<file path="src/rtl/inEpPkg.sv">
package inEpPkg;

  typedef enum logic [1:0] {
    EP_IDLE  = 2'd0,
    EP_ARMED = 2'd1,
    EP_SEND  = 2'd2,
    EP_WAIT  = 2'd3
  } epState_t;

  typedef struct packed {
    logic push;
    logic flush;
    logic rdRestart;
    logic rdNext;
  } fifoCmd_t;

endpackage

</file>
<file path="src/rtl/inEpFifo.sv">
module inEpFifo
  import inEpPkg::*;
#(
  parameter int DEPTH = 64,
  localparam int CW = $clog2(DEPTH + 1),
  localparam int AW = $clog2(DEPTH)
) (
  input  logic          clk,
  input  logic          rstN,
  input  fifoCmd_t      cmd,
  input  logic [7:0]    wrData,
  output logic [7:0]    rdData,
  output logic [CW-1:0] level,
  output logic          full,
  output logic          empty,
  output logic          lastByte
);

  logic [7:0]    mem [DEPTH];
  logic [CW-1:0] count;
  logic [CW-1:0] rdPtr;

  assign full     = (count == CW'(DEPTH));
  assign empty    = (count == '0);
  assign level    = count;
  assign rdData   = mem[rdPtr[AW-1:0]];
  assign lastByte = ((rdPtr + CW'(1)) == count);

  always_ff @(posedge clk) begin
    if (cmd.push && !full) mem[count[AW-1:0]] <= wrData;
  end

  always_ff @(posedge clk) begin
    if (!rstN) begin
      count <= '0;
    end else if (cmd.flush) begin
      count <= '0;
    end else if (cmd.push && !full) begin
      count <= count + CW'(1);
    end
  end

  always_ff @(posedge clk) begin
    if (!rstN) begin
      rdPtr <= '0;
    end else if (cmd.flush || cmd.rdRestart) begin
      rdPtr <= '0;
    end else if (cmd.rdNext) begin
      rdPtr <= rdPtr + CW'(1);
    end
  end


  no_overflow_chk: assert property (@(posedge clk) disable iff (!rstN)
    count <= CW'(DEPTH));


  read_in_range_chk: assert property (@(posedge clk) disable iff (!rstN)
    cmd.rdNext |-> (rdPtr < count));


  flush_empties_chk: assert property (@(posedge clk) disable iff (!rstN)
    cmd.flush |=> (count == '0));

endmodule

</file>
<file path="src/rtl/inEpCtrl.sv">
module inEpCtrl
  import inEpPkg::*;
(
  input  logic     clk,
  input  logic     rstN,
  input  logic     epEnable,
  input  logic     irqEnable,
  input  logic     fwWrEn,
  input  logic     fwSetReady,
  input  logic     fwClrReady,
  input  logic     fwClrDone,
  input  logic     inToken,
  input  logic     ackIn,
  input  logic     timeoutIn,
  input  logic     full,
  input  logic     empty,
  input  logic     lastByte,
  output fifoCmd_t cmd,
  output logic     txReady,
  output logic     txDone,
  output logic     irq,
  output logic     hsNak,
  output logic     pktStart,
  output logic     pktPid,
  output logic     byteValid,
  output logic     byteLast
);

  epState_t state, stateNxt;
  logic doneQ, toggleQ, nakQ, startQ;
  logic cancel, acked, timedOut, tokenOk;

  assign tokenOk  = inToken && epEnable;
  assign cancel   = fwClrReady && (state != EP_IDLE);
  assign acked    = (state == EP_WAIT) && ackIn && !fwClrReady;
  assign timedOut = (state == EP_WAIT) && timeoutIn && !fwClrReady;

  always_comb begin
    cmd.push      = fwWrEn && (state == EP_IDLE) && !doneQ && !full;
    cmd.flush     = cancel || acked;
    cmd.rdRestart = timedOut;
    cmd.rdNext    = (state == EP_SEND) && !fwClrReady;
  end

  always_comb begin
    stateNxt = state;
    unique case (state)
      EP_IDLE:  if (fwSetReady && !doneQ) stateNxt = EP_ARMED;
      EP_ARMED: begin
        if (fwClrReady)   stateNxt = EP_IDLE;
        else if (tokenOk) stateNxt = empty ? EP_WAIT : EP_SEND;
      end
      EP_SEND: begin
        if (fwClrReady)    stateNxt = EP_IDLE;
        else if (lastByte) stateNxt = EP_WAIT;
      end
      EP_WAIT: begin
        if (fwClrReady || ackIn) stateNxt = EP_IDLE;
        else if (timeoutIn)      stateNxt = EP_ARMED;
      end
      default: stateNxt = EP_IDLE;
    endcase
  end

  always_ff @(posedge clk) begin
    if (!rstN) begin
      state   <= EP_IDLE;
      doneQ   <= 1'b0;
      toggleQ <= 1'b0;
      nakQ    <= 1'b0;
      startQ  <= 1'b0;
    end else begin
      state  <= stateNxt;
      nakQ   <= tokenOk && (state == EP_IDLE);
      startQ <= tokenOk && (state == EP_ARMED) && !fwClrReady;
      if (acked)          doneQ <= 1'b1;
      else if (fwClrDone) doneQ <= 1'b0;
      if (!epEnable)  toggleQ <= 1'b0;
      else if (acked) toggleQ <= ~toggleQ;
    end
  end

  assign txReady   = (state != EP_IDLE);
  assign txDone    = doneQ;
  assign irq       = doneQ && irqEnable;
  assign hsNak     = nakQ;
  assign pktStart  = startQ;
  assign pktPid    = toggleQ;
  assign byteValid = (state == EP_SEND);
  assign byteLast  = (state == EP_SEND) && lastByte;


  disabled_quiet_chk: assert property (@(posedge clk) disable iff (!rstN)
    !$past(epEnable) |-> (!hsNak && !pktStart));


  nak_no_data_chk: assert property (@(posedge clk) disable iff (!rstN)
    hsNak |-> (!pktStart && !byteValid));


  retry_same_pid_chk: assert property (@(posedge clk) disable iff (!rstN)
    ((state == EP_WAIT) && timeoutIn && !ackIn && !fwClrReady && epEnable)
      |=> (txReady && pktPid == $past(pktPid)));


  ack_toggle_chk: assert property (@(posedge clk) disable iff (!rstN)
    ((state == EP_WAIT) && ackIn && !fwClrReady && epEnable)
      |=> (txDone && !txReady && pktPid != $past(pktPid)));


  cancel_disarm_chk: assert property (@(posedge clk) disable iff (!rstN)
    (fwClrReady && txReady) |=> !txReady);


  no_arm_when_done_chk: assert property (@(posedge clk) disable iff (!rstN)
    (txDone && !txReady) |=> !txReady);

endmodule

</file>
<file path="src/rtl/inEndpointEngine.sv">
module inEndpointEngine
  import inEpPkg::*;
#(
  parameter int DEPTH = 64,
  localparam int CW = $clog2(DEPTH + 1)
) (
  input  logic          clk,
  input  logic          rstN,
  input  logic          epEnable,
  input  logic          irqEnable,
  input  logic          fwWrEn,
  input  logic [7:0]    fwWrData,
  input  logic          fwSetReady,
  input  logic          fwClrReady,
  input  logic          fwClrDone,
  output logic          txReady,
  output logic          txDone,
  output logic          irq,
  output logic [CW-1:0] byteCount,
  input  logic          inToken,
  input  logic          ackIn,
  input  logic          timeoutIn,
  output logic          hsNak,
  output logic          pktStart,
  output logic          pktPid,
  output logic          byteValid,
  output logic [7:0]    byteData,
  output logic          byteLast
);

  fifoCmd_t cmd;
  logic full, empty, lastByte;

  inEpCtrl ctrl (
    .clk(clk), .rstN(rstN), .epEnable(epEnable), .irqEnable(irqEnable),
    .fwWrEn(fwWrEn), .fwSetReady(fwSetReady), .fwClrReady(fwClrReady),
    .fwClrDone(fwClrDone), .inToken(inToken), .ackIn(ackIn),
    .timeoutIn(timeoutIn), .full(full), .empty(empty), .lastByte(lastByte),
    .cmd(cmd), .txReady(txReady), .txDone(txDone), .irq(irq),
    .hsNak(hsNak), .pktStart(pktStart), .pktPid(pktPid),
    .byteValid(byteValid), .byteLast(byteLast)
  );

  inEpFifo #(.DEPTH(DEPTH)) fifo (
    .clk(clk), .rstN(rstN), .cmd(cmd), .wrData(fwWrData),
    .rdData(byteData), .level(byteCount), .full(full), .empty(empty),
    .lastByte(lastByte)
  );

endmodule

</file>
<file path="config.mk">
export PLATFORM = sky130hd
export DESIGN_NAME = inEndpointEngine
export DESIGN_NICKNAME = d
export VERILOG_FILES = /design/src/rtl/inEpPkg.sv /design/src/rtl/inEpFifo.sv /design/src/rtl/inEpCtrl.sv /design/src/rtl/inEndpointEngine.sv
export SDC_FILE = /design/constraint.sdc
export NUM_CORES = 1
export LEC_CHECK = 0
export ABC_AREA = 1
export ABC_CLOCK_PERIOD_IN_PS = 2500
export CORE_MARGIN = 2
export CORE_UTILIZATION = 35
export DETAILED_ROUTE_END_ITERATION = 8
export GPL_TIMING_DRIVEN = 1
export SYNTH_ARGS = -nofsm -noshare
export SYNTH_HDL_FRONTEND = slang
export SYNTH_SLANG_ARGS = --single-unit
</file>
<file path="constraint.sdc">
create_clock -name clk -period 2.5 [get_ports clk]
set_clock_uncertainty 0.2 [all_clocks]
set_input_delay 0.5 -clock clk [delete_from_list [all_inputs] [get_ports clk]]
set_output_delay 0.5 -clock clk [all_outputs]
set_load 0.02 [all_outputs]
</file>
# Word-level counts from Yosys, hierarchy flattened
# Memory sizes are Yosys's and may differ from the RTL's. A register that Yosys moved wholly into a read port is not among the register bits.
# Cells that the tools add are included.
[op_classes]
addsub = 2
n_eq_ne = 9
muxes = 15
bitwise = 2
n_reduce_logical = 31
[ops]
columns = ["op", "count"]
rows = [
  ["logical AND 1 bit", 17],
  ["adder 7 x 1 -> 7 bit, second input constant", 2],
  ["2-to-1 mux 2 bit", 7],
  ["2-to-1 mux 6 bit", 2],
  ["case mux 2 bit (4 select lines)", 1],
  ["== test 7 bit", 1],
  ["== test 7 bit, second input constant", 1],
  ["zero test 7 bit", 1],
  ["inequality test 3 x 2 -> 1 bit, second input constant", 2],
  ["2-to-1 mux 1 bit", 5],
  ["== test 2 bit, second input constant", 2],
  ["AND reduction 4 bit", 1],
  ["nonzero test 2 bit", 2],
  ["OR reduction 2 bit", 2],
  ["zero test 1 bit", 3],
  ["logical OR 1 bit", 3],
  ["inequality test 3 bit, second input constant", 1],
  ["== test 2 x 1 -> 1 bit, second input constant", 1],
  ["zero test 2 bit", 1],
  ["inequality test 2 bit, second input constant", 1],
  ["NOT 1 bit", 2],
  ["AND reduction 2 bit", 1],
]
[totals]
register_bits = 20
ramBits = 512
inputBits = 19
output_inout_bits = 23
wordCells = 67
memories = 1
[memory_table]
columns = ["memory", "depth", "width", "read_ports", "rd_ports_with_merged_regs", "wr", "line", "text"]
rows = [
  ["fifo.mem", 64, 8, 1, 1, 1, "inEpFifo.sv:19", "logic [7:0] mem [DEPTH];"],
]

# Longest topological paths before layout
# Gate-level depths: netlist of the first run.
[depth]
word_depth = 7
ltp_mapped = 14
ltp_nobuf = 14

# Hierarchy
# A second synthesis of the first run with hierarchy kept.
[unflattened]
cells_unflattened = 1988
hier_area_um2 = 22457.8
[by_module_without_submodules]
columns = ["module", "instances", "cells_per_inst", "area_per_inst_um2", "seq_area_each_um2"]
rows = [
  ["inEpFifo", 1, 1919, 22042.4, 15775.1],
  ["inEpCtrl", 1, 69, 415.4, 120.1],
]

# Worst setup path before layout of the first run
# Ideal clock, no wire load.
[synth_path]
path_type = "register -> register"
from = "register fifo.count[1], in the netlist fifo.level[1]"
to = "memory fifo.mem[63][0], enable pin"
setup_ns = 0.386
arrival_ns = 2.287
t_required_ns = 1.914
path_slack_ns = -0.373
stages_incl_launch_ff = 10
n_path_buf = 1
period_less_slack_ns = 2.873
path_cell_list = "dfxtp_1 > inv_1 > ha_1 > nand2_1 > nor2_1 > nand2_1 > and2_4 > buf_6 > nand2_2 > nor3_1"
[synth_via]
elab_chain_cells = 6
[synth_lines]
columns = ["element", "line", "text"]
rows = [
  ["start, declared", "inEpFifo.sv:20", "logic [CW-1:0] count;"],
  ["start signal, assigned", "inEpFifo.sv:39", "count <= count + CW'(1);"],
  ["== test 7 bit", "inEpFifo.sv:23", "assign full = (count == CW'(DEPTH));"],
  ["zero test 1 bit", "inEpFifo.sv:30, inEpCtrl.sv:39", ""],
  ["logical AND 1 bit", "inEpCtrl.sv:39", "cmd.push = fwWrEn && (state == EP_IDLE) && !doneQ && !full;"],
  ["logical AND 1 bit", "inEpFifo.sv:30", "if (cmd.push && !full) mem[count[AW-1:0]] <= wrData;"],
  ["2-to-1 mux 1 bit", "inEpFifo.sv:30", ""],
  ["2-to-1 mux 1 bit (implied by the code)", "inEpFifo.sv:30", ""],
  ["end, declared", "inEpFifo.sv:19", ""],
]
# Parallel ways exist; a longest one is shown, timed or not.

==> results.md, run 1 <==
Outcome:
- The flow ran to the end, but the final reports show violations.
- The final reports fail on setup timing.

Clock tree:
- The root buffer cell is sky130_fd_sc_hd__clkbuf_16.
- The number of buffers created by CTS is 57.
- Clock-pin slew was measured on the worst setup and hold paths at 0.06 ns.
- The clock passes through at most 3 buffers.
- In this run the number of H-tree levels came out at 2.
- The clock latency on the worst-skew pair is 0.62 ns.
- The clock net in this run drives a total of 538 sinks.
- TritonCTS built the clock tree.

Setup path:
- In this run the critical register-to-register path is captured at fifo.mem[60][2].
- The critical path goes through buf_8 > inv_12 > buf_16 > buf_12 > nor2_1 > o22ai_1 > nand2_1 > nand2_1 > nand2_1 > nand3_2 > nand3_2 > nand2_2 > buf_6.
- The biggest cell delay along the critical path is about 0.38 ns.
- The critical path runs through a total of 13 cells.
- STA classifies the critical path startpoint as a flop.
- The number of cells on the worst reg-to-reg path is 14.
- The slowest cell on the critical path is sky130_fd_sc_hd__dfxtp_4.
- In this design, the critical path's most frequently occurring cell is sky130_fd_sc_hd__nand2_1.
- The launching point of the worst reg2reg path is fifo.level[1].
- The maximum fanout encountered on the critical timing path is 6.
- At the worst endpoint, the required time is 1.80 ns.
- The worst setup path is captured at an output pin.
- Setup slack on the worst reg-to-reg path comes out at 0.09 ns.
- Together, buffers and inverters on the worst path number 5.
- The family with the most delay on the worst path is simple AND/OR/NAND/NOR gates.
- The critical path class is reg -> out.
- For the worst setup path, the data arrival time is 2.50 ns.

Synthesis:
- The synthesized area per cell is 11.8 µm².
- The flop and latch count out of synthesis is between 500 and 600.
- Counting distinct cell types in the post-synthesis netlist gives 32.
- After synthesis, the cell types taking the most area are sky130_fd_sc_hd__edfxtp_1 70%, sky130_fd_sc_hd__nor2_1 5.9%, sky130_fd_sc_hd__o21ai_0 5.8%, sky130_fd_sc_hd__nand2_1 5.4%, sky130_fd_sc_hd__o22ai_1 3.7%.
- Yosys mapped a number of flops with a built-in enable equal to about 500.
- The cell area after technology mapping is between 20000 and 25000 µm².
- In the synthesized netlist, the number of instances is 1859.
- Summed over all instances, the cell type with the most area after synthesis is sky130_fd_sc_hd__edfxtp_1.
- The share of synthesized area occupied by flip-flops and latches is 72.8%.
- The net count after synthesis is 1881.
- Among all flip-flop cells after synthesis, the most frequent one is sky130_fd_sc_hd__edfxtp_1.
- In the synthesized netlist the async set-or-reset flop fraction comes to 0%.
- By count the netlist is led by 512 x sky130_fd_sc_hd__edfxtp_1, 342 x sky130_fd_sc_hd__nor2_1, 317 x sky130_fd_sc_hd__nand2_1, 255 x sky130_fd_sc_hd__o21ai_0, 128 x sky130_fd_sc_hd__o22ai_1.
- The most numerous cell in the Yosys netlist is sky130_fd_sc_hd__edfxtp_1.
- Yosys printed 0 warnings.
- The fraction of synthesized cell area taken by the top area cell type is 70.4%.

STA:
- The number of pins with negative max-slew slack in the final report is 0.
- The smallest clock period supported by the final layout is computed as 3.20 ns.
- For the pin with the worst max-slew slack, the measured transition is 0.728 ns.
- The highest clock rate is between 300 and 400 MHz.
- The setup-violating endpoint count in the final report is 9.
- Once routing completed, OpenROAD measured the worst setup slack at -0.699 ns.
- The final worst hold slack is 0.177 ns.
- The final-report hold violation count is 0.
- The worst pin sits at a relative slew slack of between 50% and 60%.
- Setup repair after global routing could not meet its margin everywhere.
- After layout, the worst path uses 128% of the clock period.

Route:
- The number of remaining DRC errors is 0.
- The residual antenna-violating net count after detailed routing is 0.
- The first routing iteration left 1441 violations.
- Dividing the detail-routed via count by the number of cells gives about 5.3.
- The number of detailed-routing iterations run before antenna repair is 6.
- The overall via count from detail_route is 15600.
- The routed design has 62.8 mm of wire.
- After detailed routing, the average wire length per cell comes to 21.1 µm.

Layout:
- The post-layout net count is 2119.
- The area growth from synthesis to layout is 32.1%.
- With fillers left out, the area of the finished cells amounts to 28900 µm².
- The fraction of final layout cells with drive strength greater than 1 is 25.1%.
- The count of inserted antenna diode cells is 0.

Placed design:
- The worst setup slack after placement is -0.608 ns.
- The half-perimeter wire length of the detailed placement result is 35.8 mm.
- The count of input and output buffers is 41.
- In this run the cell area measured after placement is 25400 µm².
- The final weighted congestion in routability-driven placement is 0.898.

Die:
- In this run the vertical extent of the chip is 254 µm.
- 42 I/O pins were placed.
- The area of the die is 64400 µm².
- The core region is 61700 µm².
- The initial utilization of the core area, before any placement, comes to between 30% and 40%.
- The floorplan die width is between 200 and 300 µm.
- The floorplan has 91 rows.

Global route:
- The first global-routing pass estimated between 90 and 100 mm of wire.
- The largest net degree at the start of global routing is 65.
- Global routing consumed, on the met1 layer, 25.7% of the routing resources.
- The highest-utilization routing layer at the global route stage is met2.
- The routing usage on met3 is 3.60%.
- The number of global-route vias before repair is 15200.
- The number of antenna violations at the first check in global routing is 4.
- For met2 alone, demand over resource in global routing was 30.0%.
- The all-layer global routing usage is 18.8%.
- Global routing finished with a remaining overflow of 0.

Min path:
- The startpoint identified for the worst hold timing path is fwWrData[0].
- The worst hold path terminates at fifo.mem[49][0].
- The number of cells on the worst hold path is 2.
- The path type of the worst min-delay path is in -> reg.

Pwr:
- The leakage component of the power is 10.3 nW.
- Across the VDD grid, the largest voltage drop is roughly 540 µV.
- Power spread over the standard cell area amounts to 785 nW/µm².

Flow run:
- The tool flagged a number of max-cap violations equal to 0.
==> kinds of logic (layout without fill, tap and decap cells) <==
family                   after synthesis  after routing  synth area share, %
AND/OR/NAND/NOR                      749            749                 13.8
buffers and inverters                153            437                 2.88
flip-flops                           538            538                 72.8
AO/OA/AOI/OAI                        414            414                 10.3
XOR/XNOR                               2              2               0.0802
adder cells (fa/ha/maj)                3              3                0.172
==> per-layer routing <==
layer | wire [µm] | part of all wire, %
met3 | 4980 | 7.9
met4 | 2070 | 3.3
met1 | 26400 | 42
met5 | 17 | 0.027
met2 | 29400 | 47
==> cells in the final DEF (no fill, tap or decap), types with 18 or more instances in the layout <==
master / Yosys / layout
sky130_fd_sc_hd__nand3_2: 3 / 33
sky130_fd_sc_hd__buf_4: 3 / 132
sky130_fd_sc_hd__buf_12: 0 / 76
sky130_fd_sc_hd__nor2_1: 342 / 276
sky130_fd_sc_hd__o21ai_1: 12 / 94
sky130_fd_sc_hd__nand3_1: 68 / 33
sky130_fd_sc_hd__clkdlybuf4s50_1: 0 / 18
sky130_fd_sc_hd__buf_6: 1 / 21
sky130_fd_sc_hd__nand2_2: 2 / 29
sky130_fd_sc_hd__o21ai_0: 255 / 153
sky130_fd_sc_hd__clkbuf_16: 0 / 68
sky130_fd_sc_hd__nand2_1: 317 / 289
sky130_fd_sc_hd__o22ai_1: 128 / 116
sky130_fd_sc_hd__edfxtp_1: 512 / 512
sky130_fd_sc_hd__nor2_2: 0 / 51
sky130_fd_sc_hd__inv_1: 38 / 36
sky130_fd_sc_hd__dfxtp_1: 26 / 18
sky130_fd_sc_hd__o21ai_2: 0 / 20
==> per-stage QoR <==
step	util, %	power, mW	cells	setup TNS, ns
finish	46.8	22.6	2980	-5.64
global route	46.8	23.3	2980	-6.56
CTS	45.7	22.4	2962	-5.94
detailed placement	41.2	13.4	2830	-45.37
global placement	41.2	13.4	2830	-32.81
floorplan	-	11.8	1859	-18.21
==> power by group <==
part	internal [mW]	total, mW	switching, mW
clock network	5.04	8.62	3.58
registers	9.99	10.1	0.0776
logic	1.69	3.96	2.28
total	16.7	22.6	5.93
==> what timing repair did <==
action                     in CTS  in global routing
hold buffers                    0                  0
hold endpoints to repair        0                  0
buffers inserted               15                 10
cloned                         13                 12
pin swaps                      41                 79
gates resized for setup       171                161
setup endpoints to repair      14                146
==> cell type report <==
type                            instances  area (µm²)
Clock buffer                           68        1470
Tap cell                              837        1050
Timing Repair Buffer                  290        3760
Inverter                               41         176
Timing Repair inverter                  1        16.3
Multi-Input combinational cell       1168        6020
Clock inverter                         37         459
Sequential cell                       538       15900
Fill cell                            5466       32900
==> sequential cells by signal, summed over array words and instances (netlist names), named ones only <==
| register | count |
|---|---|
| fifo.mem | 512 |
| ctrl.state | 2 |
| fifo.level | 7 |
| ctrl.txDone | 1 |
| ctrl.pktPid | 1 |
| ctrl.hsNak | 1 |
| ctrl.pktStart | 1 |
| fifo.rdPtr | 7 |
==> worst max-delay path by stage <==
| stage | start | endpoint |
|---|---|---|
| detailed placement | flop | byteData[3] |
| global route | flop | byteData[6] |
| global placement | flop | byteData[3] |
| CTS | flop | byteData[6] |
| floorplan | fifo.level[1] | fifo.mem[45][0] |
| finish | flop | byteData[7] |
No activity file was read; power rests on OpenSTA's default activity.
==> run 2, diff against run 1 <==
Settings changed: CAP_MARGIN from default to 20.
==> results of run 2 <==
Final layout, timing and power as in run 1 (identical DEF).
